### src/rtl/pcs4b5b_framer.sv
module pcs4b5b_framer #(
  parameter int NW = 4,
  parameter int CW = NW + 1
) (
  input  logic          clk,
  input  logic          rst_n,
  input  logic          bypass,
  input  logic          full_duplex,
  input  logic          tx_en,
  input  logic          tx_er,
  input  logic [NW-1:0] txd,
  output logic [CW-1:0] tx_code,
  input  logic [CW-1:0] rx_code,
  output logic [NW-1:0] rxd,
  output logic          rx_dv,
  output logic          rx_er,
  output logic          crs,
  output logic          col
);
  localparam logic [CW-1:0] C_IDLE = 5'b11111;
  localparam logic [CW-1:0] C_J    = 5'b11000;
  localparam logic [CW-1:0] C_K    = 5'b10001;
  localparam logic [CW-1:0] C_T    = 5'b01101;
  localparam logic [CW-1:0] C_R    = 5'b00111;
  localparam logic [CW-1:0] C_H    = 5'b00100;
  localparam logic [NW-1:0] PRE_NIB = 4'b0101;

  function automatic logic [CW-1:0] enc5(input logic [NW-1:0] n);
    case (n)
      4'h0: enc5 = 5'b11110;  4'h1: enc5 = 5'b01001;
      4'h2: enc5 = 5'b10100;  4'h3: enc5 = 5'b10101;
      4'h4: enc5 = 5'b01010;  4'h5: enc5 = 5'b01011;
      4'h6: enc5 = 5'b01110;  4'h7: enc5 = 5'b01111;
      4'h8: enc5 = 5'b10010;  4'h9: enc5 = 5'b10011;
      4'hA: enc5 = 5'b10110;  4'hB: enc5 = 5'b10111;
      4'hC: enc5 = 5'b11010;  4'hD: enc5 = 5'b11011;
      4'hE: enc5 = 5'b11100;  default: enc5 = 5'b11101;
    endcase
  endfunction

  function automatic logic [NW:0] dec5(input logic [CW-1:0] c);
    dec5 = '0;
    for (int i = 0; i < 16; i++)
      if (enc5(NW'(i)) == c) dec5 = {1'b1, NW'(i)};
  endfunction

  typedef enum logic [1:0] {TX_IDLE, TX_K, TX_DATA, TX_R} tx_st_t;
  typedef enum logic [1:0] {RX_IDLE, RX_J, RX_FRAME, RX_T} rx_st_t;

  tx_st_t tx_st;
  rx_st_t rx_st;
  logic [NW:0] rx_dec;

  assign rx_dec = dec5(rx_code);
  assign col    = tx_en & crs & ~full_duplex;

  always_ff @(posedge clk) begin
    if (!rst_n) begin
      tx_st   <= TX_IDLE;
      tx_code <= C_IDLE;
    end else if (bypass) begin
      tx_st   <= TX_IDLE;
      tx_code <= {tx_er, txd};
    end else begin
      case (tx_st)
        TX_IDLE: begin
          tx_code <= tx_en ? C_J : C_IDLE;
          if (tx_en) tx_st <= TX_K;
        end
        TX_K: begin
          tx_code <= tx_en ? C_K : C_T;
          tx_st   <= tx_en ? TX_DATA : TX_R;
        end
        TX_DATA: begin
          if (tx_en) tx_code <= tx_er ? C_H : enc5(txd);
          else begin
            tx_code <= C_T;
            tx_st   <= TX_R;
          end
        end
        default: begin
          tx_code <= C_R;
          tx_st   <= TX_IDLE;
        end
      endcase
    end
  end

  always_ff @(posedge clk) begin
    if (!rst_n) begin
      rx_st <= RX_IDLE;
      rxd   <= '0;
      rx_dv <= 1'b0;
      rx_er <= 1'b0;
      crs   <= 1'b0;
    end else if (bypass) begin
      rx_st <= RX_IDLE;
      rxd   <= rx_code[NW-1:0];
      rx_dv <= rx_code[NW];
      crs   <= rx_code[NW];
      rx_er <= 1'b0;
    end else begin
      rx_er <= 1'b0;
      rx_dv <= 1'b0;
      rxd   <= '0;
      case (rx_st)
        RX_IDLE: begin
          if (rx_code == C_J) begin
            crs   <= 1'b1;
            rxd   <= PRE_NIB;
            rx_st <= RX_J;
          end else crs <= 1'b0;
        end
        RX_J: begin
          if (rx_code == C_K) begin
            crs   <= 1'b1;
            rx_dv <= 1'b1;
            rxd   <= PRE_NIB;
            rx_st <= RX_FRAME;
          end else begin
            crs   <= 1'b0;
            rx_st <= RX_IDLE;
          end
        end
        RX_FRAME: begin
          if (rx_dec[NW]) begin
            rx_dv <= 1'b1;
            rxd   <= rx_dec[NW-1:0];
          end else if (rx_code == C_T) begin
            rx_st <= RX_T;
          end else if (rx_code == C_IDLE) begin
            crs   <= 1'b0;
            rx_er <= 1'b1;
            rx_st <= RX_IDLE;
          end else begin
            rx_dv <= 1'b1;
            rx_er <= 1'b1;
          end
        end
        default: begin
          crs   <= 1'b0;
          rx_er <= (rx_code != C_R);
          rx_st <= RX_IDLE;
        end
      endcase
    end
  end
endmodule


### config.mk
export PLATFORM = sky130hd
export DESIGN_NAME = pcs4b5b_framer
export DESIGN_NICKNAME = d
export VERILOG_FILES = /design/src/rtl/pcs4b5b_framer.sv
export SDC_FILE = /design/constraint.sdc
export NUM_CORES = 1
export LEC_CHECK = 0
export BUFFER_PORTS_ARGS = -buffer_cell sky130_fd_sc_hd__buf_4
export CAP_MARGIN = 10
export CORE_ASPECT_RATIO = 0.8
export CORE_MARGIN = 1
export CORE_UTILIZATION = 28
export CTS_CLUSTER_SIZE = 20
export DETAILED_ROUTE_END_ITERATION = 6
export GPL_TIMING_DRIVEN = 0
export PLACE_DENSITY_LB_ADDON = 0.08
export SETUP_SLACK_MARGIN = 0.2
export SLEW_MARGIN = 25
export SYNTH_ARGS = -nofsm -noshare
export SYNTH_HDL_FRONTEND = slang
export SYNTH_SLANG_ARGS = --single-unit
### constraint.sdc
create_clock -name clk -period 1.4 [get_ports clk]
set_input_delay 0.07 -clock clk [delete_from_list [all_inputs] [get_ports clk]]
set_output_delay 0.07 -clock clk [all_outputs]
set_load 0.03 [all_outputs]
==> run_results.csv, run 1 <==
group,metric,value,unit
min_path,min-delay-start,"rst_n",
finish,nNetsFinal,201,
floorplanning,rows,19,
detailed_routing,wl_per_cell,13.1,um
sta,finalSetupViolCount,0,
place,hpwl,2170,um
power_and_ir_drop,max-vdd-ir-drop,0.000313,V
worst_setup_path,rr_worst_depth,5,
finish,num_antenna_cells,0,
global_routing,grt_start_max_net_pins,11,
power_and_ir_drop,p_per_area,717,nW/um2
yosys,syn-num-nets,164,
finish,area_delta_synth_final,49.9,%
flow_run,drv_cap,0,
power_and_ir_drop,leakage,0.637,nW
yosys,synth_area,1100,um2
sta,rsz0062_at_grt,"yes",
detailed_routing,dr.first_iter.drc_count,60,
detailed_routing,totalWireLength,2990,um
floorplanning,core_area,3590,um2
floorplanning,die_w,72.0,um
sta,min_period,1310,ps
min_path,holdPathStages,2,
place,portBuffers,25,
yosys,ys_seq_area_share,29.2,%
worst_setup_path,criticalPathCategory,"flop to flop",
clock_network,cts_max_level,1,
clock_network,cts.sinks,16,
worst_setup_path,crit_required,1590,ps
min_path,hold_path.class,"input pin to flop",
clock_network,insertion_delay,250,ps
floorplanning,die_y,58.0,um
detailed_routing,drtAntennaViolNets,0,
detailed_routing,vias,1147,
clock_network,cts_buffers,3,
clock_network,cts_max_path_buffers,2,
detailed_routing,drc,0,
floorplanning,io_pins,28,
yosys,syn_area_per_cell,7.78,um2
global_routing,antenna_found_initial,0,
clock_network,ctsRootBufferMaster,"clkbuf_8",
clock_network,cts_tree,"yes",
clock_network,path_clk_slew,60,ps
sta,hold_viol_final,0,
yosys,synth_cell_types,41,
sta,relSlewSlack,67.1,%
finish,drive_gt1_share,41.2,%
place,gp_congestion,0.791,
worst_setup_path,critPathLaunchType,"flop",
worst_setup_path,cp.arrival,1500,ps
worst_setup_path,worstPathMaxFanout,6,
yosys,yosys_register_bits,16,
worst_setup_path,r2r-start,"tx_st[1]",
sta,post-route-period-util,93.6,%
sta,finalMaxSlewViolations,0,
yosys,synth_warnings,0,
worst_setup_path,r2r_slack,90,ps
finish,fin_cells,229,
min_path,hold_end,"tx_code[0]",
floorplanning,start_util,30.6,%
global_routing,grt_first_pass_wirelength,4810,um
sta,fin_skew,6.84,ps
sta,setup_tns,0,ps
sta,max_clock_freq,763,MHz
global_routing,overflow,0,
detailed_routing,firstDrtPassIters,4,
sta,worst_pin_slew,493,ps
worst_setup_path,cp-end-kind,"flop",
floorplanning,die_area,4170,um2
global_routing,grt.total_usage,15.0,%
global_routing,grt_pass1_vias,1030,
finish,final_util,45.8,%
detailed_routing,drt-vias-per-instance,5.01,
yosys,synth_cells,141,
place,dp.cells,218,
outcome,status,"finished, final reports clean",
worst_setup_path,r2r-end,"tx_st[0]",
-- placed cells by master, fill, tap and decap left out, types with 4 or more instances in the layout --
cell / n
a21oi_2: 4
dfxtp_1: 12
buf_2: 4
a21oi_1: 5
ha_4: 7
nand2_1: 9
clkbuf_8: 4
nor3_1: 5
o21ai_1: 8
dfxtp_4: 4
buf_4: 31
nor2_1: 17
inv_4: 4
mux2i_1: 4
-- critical path, stage by stage, from the launching register on --
cell	delay, ps
dfxtp_4	390
inv_4	50
ha_4	170
or3_1	380
a21oi_2	140
o21a_1	120
-- layout make-up --
cell class	instances	area, um2
Buffer	7	31.3
Clock buffer	4	55.1
Fill cell	347	1940
Inverter	7	36.3
Multi-Input combinational cell	111	878
Sequential cell	16	335
Tap cell	52	65.1
Timing Repair Buffer	32	244
-- cells by family (layout without fill, tap and decap cells) --
| family | count (synthesis) | in the layout | share of synthesized area, % |
|---|---|---|---|
| AND/OR/NAND/NOR | 55 | 55 | 25.9 |
| AO/OA/AOI/OAI | 39 | 39 | 22.7 |
| flip-flops | 16 | 16 | 29.2 |
| multiplexers | 5 | 5 | 4.68 |
| XOR/XNOR | 4 | 4 | 3.19 |
| adder cells (fa/ha/maj) | 8 | 8 | 9.12 |
| buffers and inverters | 14 | 50 | 5.25 |
-- registers in the layout, indices dropped and copies added, names as in the netlist --
name     count
rx_dv        1
tx_code      5
rx_er        1
tx_st        2
rx_st        2
crs          1
rxd          4
-- power by group --
group	switching, mW	total [mW]	internal [mW]
combinational	0.173	0.299	0.126
sequential	0.0102	0.480	0.470
clock	0.150	0.399	0.249
total	0.334	1.18	0.845
-- timing repair --
action | CTS | global route
gates resized for setup | 24 | 5
buffers inserted | 5 | 2
pin swaps | 14 | 6
endpoints found under the setup margin | 12 | 15
hold buffers | 0 | 0
-- cells in the mapped netlist --
library cell	instances	share of area, %
nor3_1	5	2.3
nand2b_1	2	1.1
nand4b_1	1	0.80
nor2_1	18	6.2
a311oi_1	1	0.80
a21oi_1	8	3.6
nand2_1	10	3.4
nor2b_1	3	1.7
o21ai_0	5	2.3
inv_1	5	1.7
clkbuf_1	3	1.0
a21boi_0	1	0.68
o21bai_1	2	1.4
nor3b_2	1	1.1
nor3b_1	2	1.4
nand3_1	3	1.4
a221o_1	1	0.91
a32oi_1	2	1.6
nand4_1	3	1.7
o22ai_1	2	1.1
o21a_1	1	0.68
nand3b_1	3	2.1
o21ai_1	8	3.6
dfxtp_1	16	29
o211ai_1	3	2.1
a22oi_1	1	0.68
a21oi_2	1	0.80
and3_1	1	0.57
buf_2	4	1.8
or3_1	1	0.57
nor4_1	1	0.57
o311ai_1	1	0.80
or3b_4	1	1.0
xor2_1	1	0.80
o31a_1	1	0.80
mux2_2	1	1.0
ha_1	8	9.1
a31o_1	1	0.80
xnor2_1	3	2.4
inv_2	2	0.68
mux2i_1	4	3.6
-- metrics by stage --
stage	power [mW]	hold slack, ps	area [um2]	worst slack (ps)
2_1_floorplan	0.666	150	1180	158
3_3_place_gp	0.767	337	1430	49.6
3_5_place_dp	0.769	338	1430	35.9
4_1_cts	1.19	83.1	1620	85.0
5_1_grt	1.24	95.7	1650	10.3
6_report	1.18	87.2	1650	89.8
-- worst max path at each step --
stage / end / start / cells past startpoint / slack [ps]
3_3_place_gp: tx_st[1] / tx_st[1] / 6 / 50
2_1_floorplan: tx_st[0] / tx_st[1] / 6 / 160
3_5_place_dp: tx_st[1] / tx_st[1] / 6 / 40
5_1_grt: tx_code[0] / tx_st[1] / 7 / 10
4_1_cts: tx_st[0] / tx_st[1] / 5 / 80
6_report: tx_st[0] / tx_st[1] / 5 / 90
-- metal layers --
metal,GRT usage [%],share of wire (%),vias up
met5,0,0,-
met4,1.68,1.1,0
met3,5.04,4.0,4
met2,25.6,47,25
met1,19.0,48,540
li1,-,-,578
Note: power is estimated with default switching activity, not from simulation.
==> run 2: changes to the inputs <==
--- a/config.mk
+++ b/config.mk
@@ -8,7 +8,7 @@
 export BUFFER_PORTS_ARGS = -buffer_cell sky130_fd_sc_hd__buf_4
 export CAP_MARGIN = 10
 export CORE_ASPECT_RATIO = 0.8
-export CORE_MARGIN = 1
+export CORE_MARGIN = 5
 export CORE_UTILIZATION = 28
 export CTS_CLUSTER_SIZE = 20
 export DETAILED_ROUTE_END_ITERATION = 6
==> run 2 against run 1 <==
Against the previous run:
- via count up 2.6%
- die area up 26%
- wire length up 8.1%
- global-route usage down 2.7 points
- total power up 3.7%
- worst hold slack worse by 3.6 ps
- sequential cell count unchanged
- clock power up 5.3%
- maximum frequency down 2.7%
- cell count up 3.1%
==> run_results.csv, run 2 (synthesized netlist as in run 1, its figures left out) <==
group,metric,value,unit
floorplanning,io_pins,28,
clock_network,path_clk_slew,70,ps
place,hpwl,2320,um
worst_setup_path,criticalPathCategory,"flop to flop",
finish,final_area,1730,um2
worst_setup_path,cp.arrival,1540,ps
outcome,status,"finished, final reports clean",
clock_network,insertion_delay,250,ps
worst_setup_path,cp-end-kind,"flop",
place,place_area,1430,um2
global_routing,overflow,0,
sta,finalSetupViolCount,0,
global_routing,grt_start_max_net_pins,11,
floorplanning,rows,20,
worst_setup_path,critPathMaxStageDelay,390,ps
detailed_routing,dr.first_iter.drc_count,91,
finish,area_delta_synth_final,58.0,%
finish,largest_register_ff_count,5,
global_routing,grt_first_pass_wirelength,5200,um
worst_setup_path,rr_worst_depth,6,
sta,finalMaxSlewViolations,0,
place,post-place-ws,37.5,ps
finish,reg_top3,"tx_code: 5 flops, rxd: 4 flops",
sta,fin_ws,53.3,ps
clock_network,cts_hold_buf,0,
power_and_ir_drop,leakage,0.677,nW
min_path,holdPathStages,2,
global_routing,grt_pass1_vias,1137,
clock_network,cts_max_path_buffers,2,
detailed_routing,vias,1177,
sta,relSlewSlack,66.1,%
finish,nNetsFinal,205,
sta,fin_skew,1.72,ps
floorplanning,die_y,66.0,um
finish,num_antenna_cells,0,
place,portBuffers,25,
worst_setup_path,critPathLaunchType,"flop",
clock_network,cts_buffers,3,
finish,mostFrequentLayoutCell,"buf_4",
finish,largest_register,"tx_code",
clock_network,cts_max_level,1,
sta,min_period,1350,ps
floorplanning,die_area,5280,um2
detailed_routing,drc,0,
worst_setup_path,slowest_stage,"dfxtp_4",
min_path,hold_path.class,"input pin to flop",
global_routing,antenna_found_initial,0,
sta,post-route-period-util,96.2,%
sta,max_clock_freq,743,MHz
worst_setup_path,worstPathMaxFanout,4,
sta,setup_tns,0,ps
detailed_routing,firstDrtPassIters,5,
floorplanning,die_w,80.0,um
floorplanning,start_util,28.8,%
global_routing,grt.total_usage,12.3,%
sta,rsz0062_at_grt,"yes",
sta,worst_pin_slew,508,ps
finish,drive_gt1_share,44.8,%
power_and_ir_drop,max-vdd-ir-drop,0.000413,V
flow_run,drv_cap,0,
power_and_ir_drop,p_per_area,705,nW/um2
floorplanning,core_area,3800,um2
worst_setup_path,path_cells,"buf_6 -> ha_4 -> nor2_4 -> or3_4 -> a21oi_2 -> o21a_1",
clock_network,ctsRootBufferMaster,"clkbuf_8",
detailed_routing,drtAntennaViolNets,0,
detailed_routing,wl_per_cell,13.7,um
clock_network,cts.sinks,16,
detailed_routing,totalWireLength,3230,um
clock_network,cts_tree,"yes",
sta,hold_viol_final,0,
place,gp_congestion,0.773,
finish,final_cell_mix,"buf_4 (32), nor2_1 (15), dfxtp_1 (12), nand2_1 (9), o21ai_1 (9)",
detailed_routing,drt-vias-per-instance,4.99,
worst_setup_path,crit_required,1590,ps
-- run 2: worst paths after layout --
check,startpoint,endpoint,slack (ps)
setup reg to reg,tx_st[0],tx_st[0],50
hold / removal,rst_n,tx_code[2],80
hold reg to reg,rx_st[1],rx_st[1],520
setup / recovery,tx_st[0],tx_st[0],50
-- run 2: layer usage --
metal	share of wire (%)	track usage, %	routed length [um]	up-vias
li1	-	-	-	586
met1	47	15.8	1530	566
met2	48	20.6	1540	25
met3	4.8	4.09	154	0
met4	0	1.05	0	0
met5	0	0	0	-
-- run 2: report_power, final --
| part | switching [mW] | internal [mW] |
|---|---|---|
| sequential | 0.0104 | 0.470 |
| combinational | 0.185 | 0.138 |
| clock | 0.171 | 0.250 |
-- run 2: critical path: cells and delay by family (launching register included) --
| family | cells | cell delay (ps) |
|---|---|---|
| DFF | 1 | 390 |
| AOI/OAI and AO/OA | 2 | 250 |
| adders and majority gates | 1 | 180 |
| buffers and inverters | 1 | 110 |
| and+or+nand+nor | 2 | 360 |
-- run 2: through the flow --
step | util, % | instances | power (mW) | hold slack, ps
2_1_floorplan | - | 141 | 0.666 | 150
3_3_place_gp | 37.7 | 221 | 0.769 | 336
3_5_place_dp | 37.7 | 221 | 0.770 | 339
4_1_cts | 41.5 | 231 | 1.21 | 71.4
5_1_grt | 45.6 | 236 | 1.30 | 77.5
6_report | 45.6 | 236 | 1.22 | 83.6
-- run 2: final cells by class --
cell class	instances	area, um2
inverters	7	33.8
well taps	55	68.8
flip-flops and latches	16	335
multi-input cells	111	916
repair buffers	36	294
clock buffers	4	55.1
fillers	413	2070
plain buffers	7	31.3
-- run 2: what timing repair did --
action	in CTS	in global routing
gates cloned	0	0
gates resized for setup	13	25
setup endpoints to repair	10	15
buffers inserted	6	5
pin swaps	10	13
==> run 3: changes to the inputs <==
--- a/config.mk
+++ b/config.mk
@@ -5,11 +5,13 @@
 export SDC_FILE = /design/constraint.sdc
 export NUM_CORES = 1
 export LEC_CHECK = 0
+export ABC_AREA = 1
 export BUFFER_PORTS_ARGS = -buffer_cell sky130_fd_sc_hd__buf_4
 export CAP_MARGIN = 10
 export CORE_ASPECT_RATIO = 0.8
-export CORE_MARGIN = 5
+export CORE_MARGIN = 2
 export CORE_UTILIZATION = 28
+export CTS_BUF_LIST = sky130_fd_sc_hd__clkbuf_4 sky130_fd_sc_hd__clkbuf_8
 export CTS_CLUSTER_SIZE = 20
 export DETAILED_ROUTE_END_ITERATION = 6
 export GPL_TIMING_DRIVEN = 0
==> run 3 against run 2 <==
Against the previous run:
- count of clock-buffer cells in the layout unchanged
- synthesized cell count increased by 33%
- combinational power increased by 17%
- global-route usage increased by 1.0 points
- setup slack improved by 80 ps
- first-iteration DRC count decreased by 41%
- clock power decreased by 4%
- sequential cell count unchanged
- highest routed layer is now met4
==> run_results.csv, run 3 <==
group,metric,value,unit
yosys,synth_compound_area_share,17.6,%
yosys,synth_cells,187,
power_and_ir_drop,max-vdd-ir-drop,0.000491,V
worst_setup_path,cp-end-kind,"flop",
worst_setup_path,cp.arrival,1390,ps
finish,final_cell_mix,"nand2_1 (29), buf_4 (29), nor2_1 (21), a21oi_1 (16), inv_1 (15)",
yosys,synth_area,1200,um2
finish,reg_top3,"tx_code: 5 flops, rxd: 4 flops",
sta,min_period,1270,ps
clock_network,insertion_delay,250,ps
detailed_routing,wl_per_cell,11.1,um
finish,fin_cells,278,
clock_network,ctsRootBufferMaster,"clkbuf_8",
yosys,synth_flop_cell,"dfxtp_1",
finish,seq_area,333,um2
finish,fillers,447,
clock_network,cts_hold_buf,0,
sta,post-route-period-util,90.5,%
finish,largest_register,"tx_code",
worst_setup_path,r2r_slack,130,ps
yosys,syn_area_per_cell,6.41,um2
sta,relSlewSlack,66.6,%
yosys,synthAdderAreaFrac,8.35,%
clock_network,cts_tree,"yes",
yosys,synth_largest_area_cell,"dfxtp_1",
worst_setup_path,crit_required,1520,ps
floorplanning,rows,21,
yosys,yosys_register_bits,16,
finish,area_delta_synth_final,43.1,%
sta,worst_pin_slew,499,ps
yosys,post-synth-top-count-cell,"nand2_1",
global_routing,grt_pass1_vias,1153,
floorplanning,io_pins,28,
place,dp.cells,267,
place,post-place-ws,24.1,ps
yosys,synth-edff-count,0,
floorplanning,die_area,4820,um2
detailed_routing,dr.first_iter.drc_count,54,
floorplanning,start_util,28.9,%
yosys,synth_cell_types,27,
sta,setup_tns,0,ps
yosys,synth_top_family_by_area,"simple AND/OR/NAND/NOR gates",
global_routing,grt.total_usage,13.3,%
worst_setup_path,rr_worst_depth,4,
yosys,synthXorXnorAreaFrac,0,%
global_routing,overflow,0,
finish,multiInputGateArea,857,um2
power_and_ir_drop,fin_total_pwr,1.27,mW
min_path,min-delay-start,"rst_n",
clock_network,cts_max_path_buffers,2,
floorplanning,die_y,62.5,um
clock_network,cts_max_level,1,
clock_network,path_clk_slew,60,ps
finish,num_antenna_cells,0,
finish,nNetsFinal,245,
clock_network,cts.sinks,16,
worst_setup_path,r2r-end,"rx_er",
place,place_area,1450,um2
detailed_routing,drtAntennaViolNets,0,
min_path,hold_path.class,"input pin to flop",
yosys,syn-num-nets,210,
worst_setup_path,r2r-start,"rx_st[1]",
yosys,synthSimpleGateAreaFrac,33.7,%
yosys,synth_top_area_share,26.7,%
place,gp_congestion,0.830,
power_and_ir_drop,p_per_area,738,nW/um2
global_routing,grt_start_max_net_pins,11,
power_and_ir_drop,leakage,0.747,nW
sta,fin_skew,4.34,ps
floorplanning,core_area,4150,um2
yosys,synth_warnings,0,
worst_setup_path,worstPathMaxFanout,4,
worst_setup_path,criticalPathCategory,"flop to flop",
sta,finalSetupViolCount,0,
flow_run,drv_cap,0,
min_path,hold_end,"tx_code[0]",
detailed_routing,drc,0,
yosys,synth_common_cells,"nand2_1 (31), nor2_1 (24), inv_1 (21)",
finish,drive_gt1_share,40.3,%
sta,max_clock_freq,789,MHz
clock_network,cts_buffers,3,
yosys,synthArstFlopShare,0,%
finish,final_area,1720,um2
floorplanning,die_w,77.2,um
sta,fin_ws,133,ps
sta,rsz0062_at_grt,"yes",
yosys,synth.area.mux_share,0,%
place,hpwl,2390,um
place,portBuffers,23,
worst_setup_path,critPathLaunchType,"flop",
global_routing,antenna_found_initial,0,
min_path,holdPathStages,2,
yosys,ys_seq_area_share,26.7,%
global_routing,grt_first_pass_wirelength,5320,um
finish,largest_register_ff_count,5,
outcome,status,"finished, final reports clean",
sta,hold_viol_final,0,
detailed_routing,totalWireLength,3090,um
sta,finalMaxSlewViolations,0,
detailed_routing,firstDrtPassIters,4,
detailed_routing,vias,1274,
yosys,ys_top_cells_by_area,"dfxtp_1 (27%), nand2_1 (9.7%), ha_1 (8.4%)",
detailed_routing,drt-vias-per-instance,4.58,
==> run 3: cell types whose count changed after synthesis, moves of 4 or more <==
cell	before	now
nand2_1	10	31
o21ai_1	8	1
a21oi_1	8	17
inv_1	5	21
nand3_1	3	16
nor2_2	0	4
inv_2	2	6
nor2_1	18	24
o21ai_0	5	12
mux2i_1	4	0
nand2_2	0	5
==> run 3: cell families (layout without fill, tap and decap cells) <==
kind of cell,count (synthesis),in the layout
compound gates,38,38
flops,16,16
simple gates,89,89
fa+ha+maj,8,8
buf+inv,36,70
==> run 3: worst max-delay path by stage <==
stage              from  slack (ps)    endpoint
4_1_cts        rx_st[0]         140       rx_er
3_3_place_gp   tx_st[0]           7  tx_code[0]
3_5_place_dp   tx_st[0]          20  tx_code[0]
5_1_grt        rx_st[1]          80       rx_er
2_1_floorplan  tx_st[0]         160  tx_code[0]
6_report       rx_st[1]         130       rx_er
==> run 3: metrics by stage <==
step	utilization, %	hold WS, ps
2_1_floorplan	-	169
3_3_place_gp	35.0	312
3_5_place_dp	35.0	310
4_1_cts	38.4	38.6
5_1_grt	41.3	39.7
6_report	41.3	48.9
==> run 3: per-layer routing <==
| layer | up-vias | track usage, % | part of all wire, % |
|---|---|---|---|
| li1 | 676 | - | - |
| met1 | 572 | 19.0 | 51 |
| met2 | 21 | 20.1 | 44 |
| met3 | 5 | 3.76 | 4.5 |
| met4 | 0 | 2.01 | 0.65 |
| met5 | - | 0 | 0 |
==> run 3: timing repair <==
action / in CTS / in global routing
pin swaps: 7 / 10
cloned: 0 / 0
setup buffers: 4 / 3
setup endpoints to repair: 15 / 16
gates resized for setup: 22 / 26
==> run 3: power by group <==
| group | switching, mW | internal [mW] |
|---|---|---|
| registers | 0.0102 | 0.476 |
| logic | 0.224 | 0.153 |
| clock network | 0.154 | 0.249 |
| total | 0.388 | 0.879 |
==> run 3: final cells by class <==
type,instances,area share (%)
Timing Repair Buffer,30,13.3
Inverter,31,7.37
Clock buffer,4,3.21
Tap cell,57,4.16
Buffer,5,2.55
Multi-Input combinational cell,135,50.0
Sequential cell,16,19.4
==> run 3: critical path, cell delays in order, from the launching register on <==
cell and delay (ps):
dfxtp_4 380, ha_2 240, inv_1 100, o41ai_2 350
a21oi_1 80
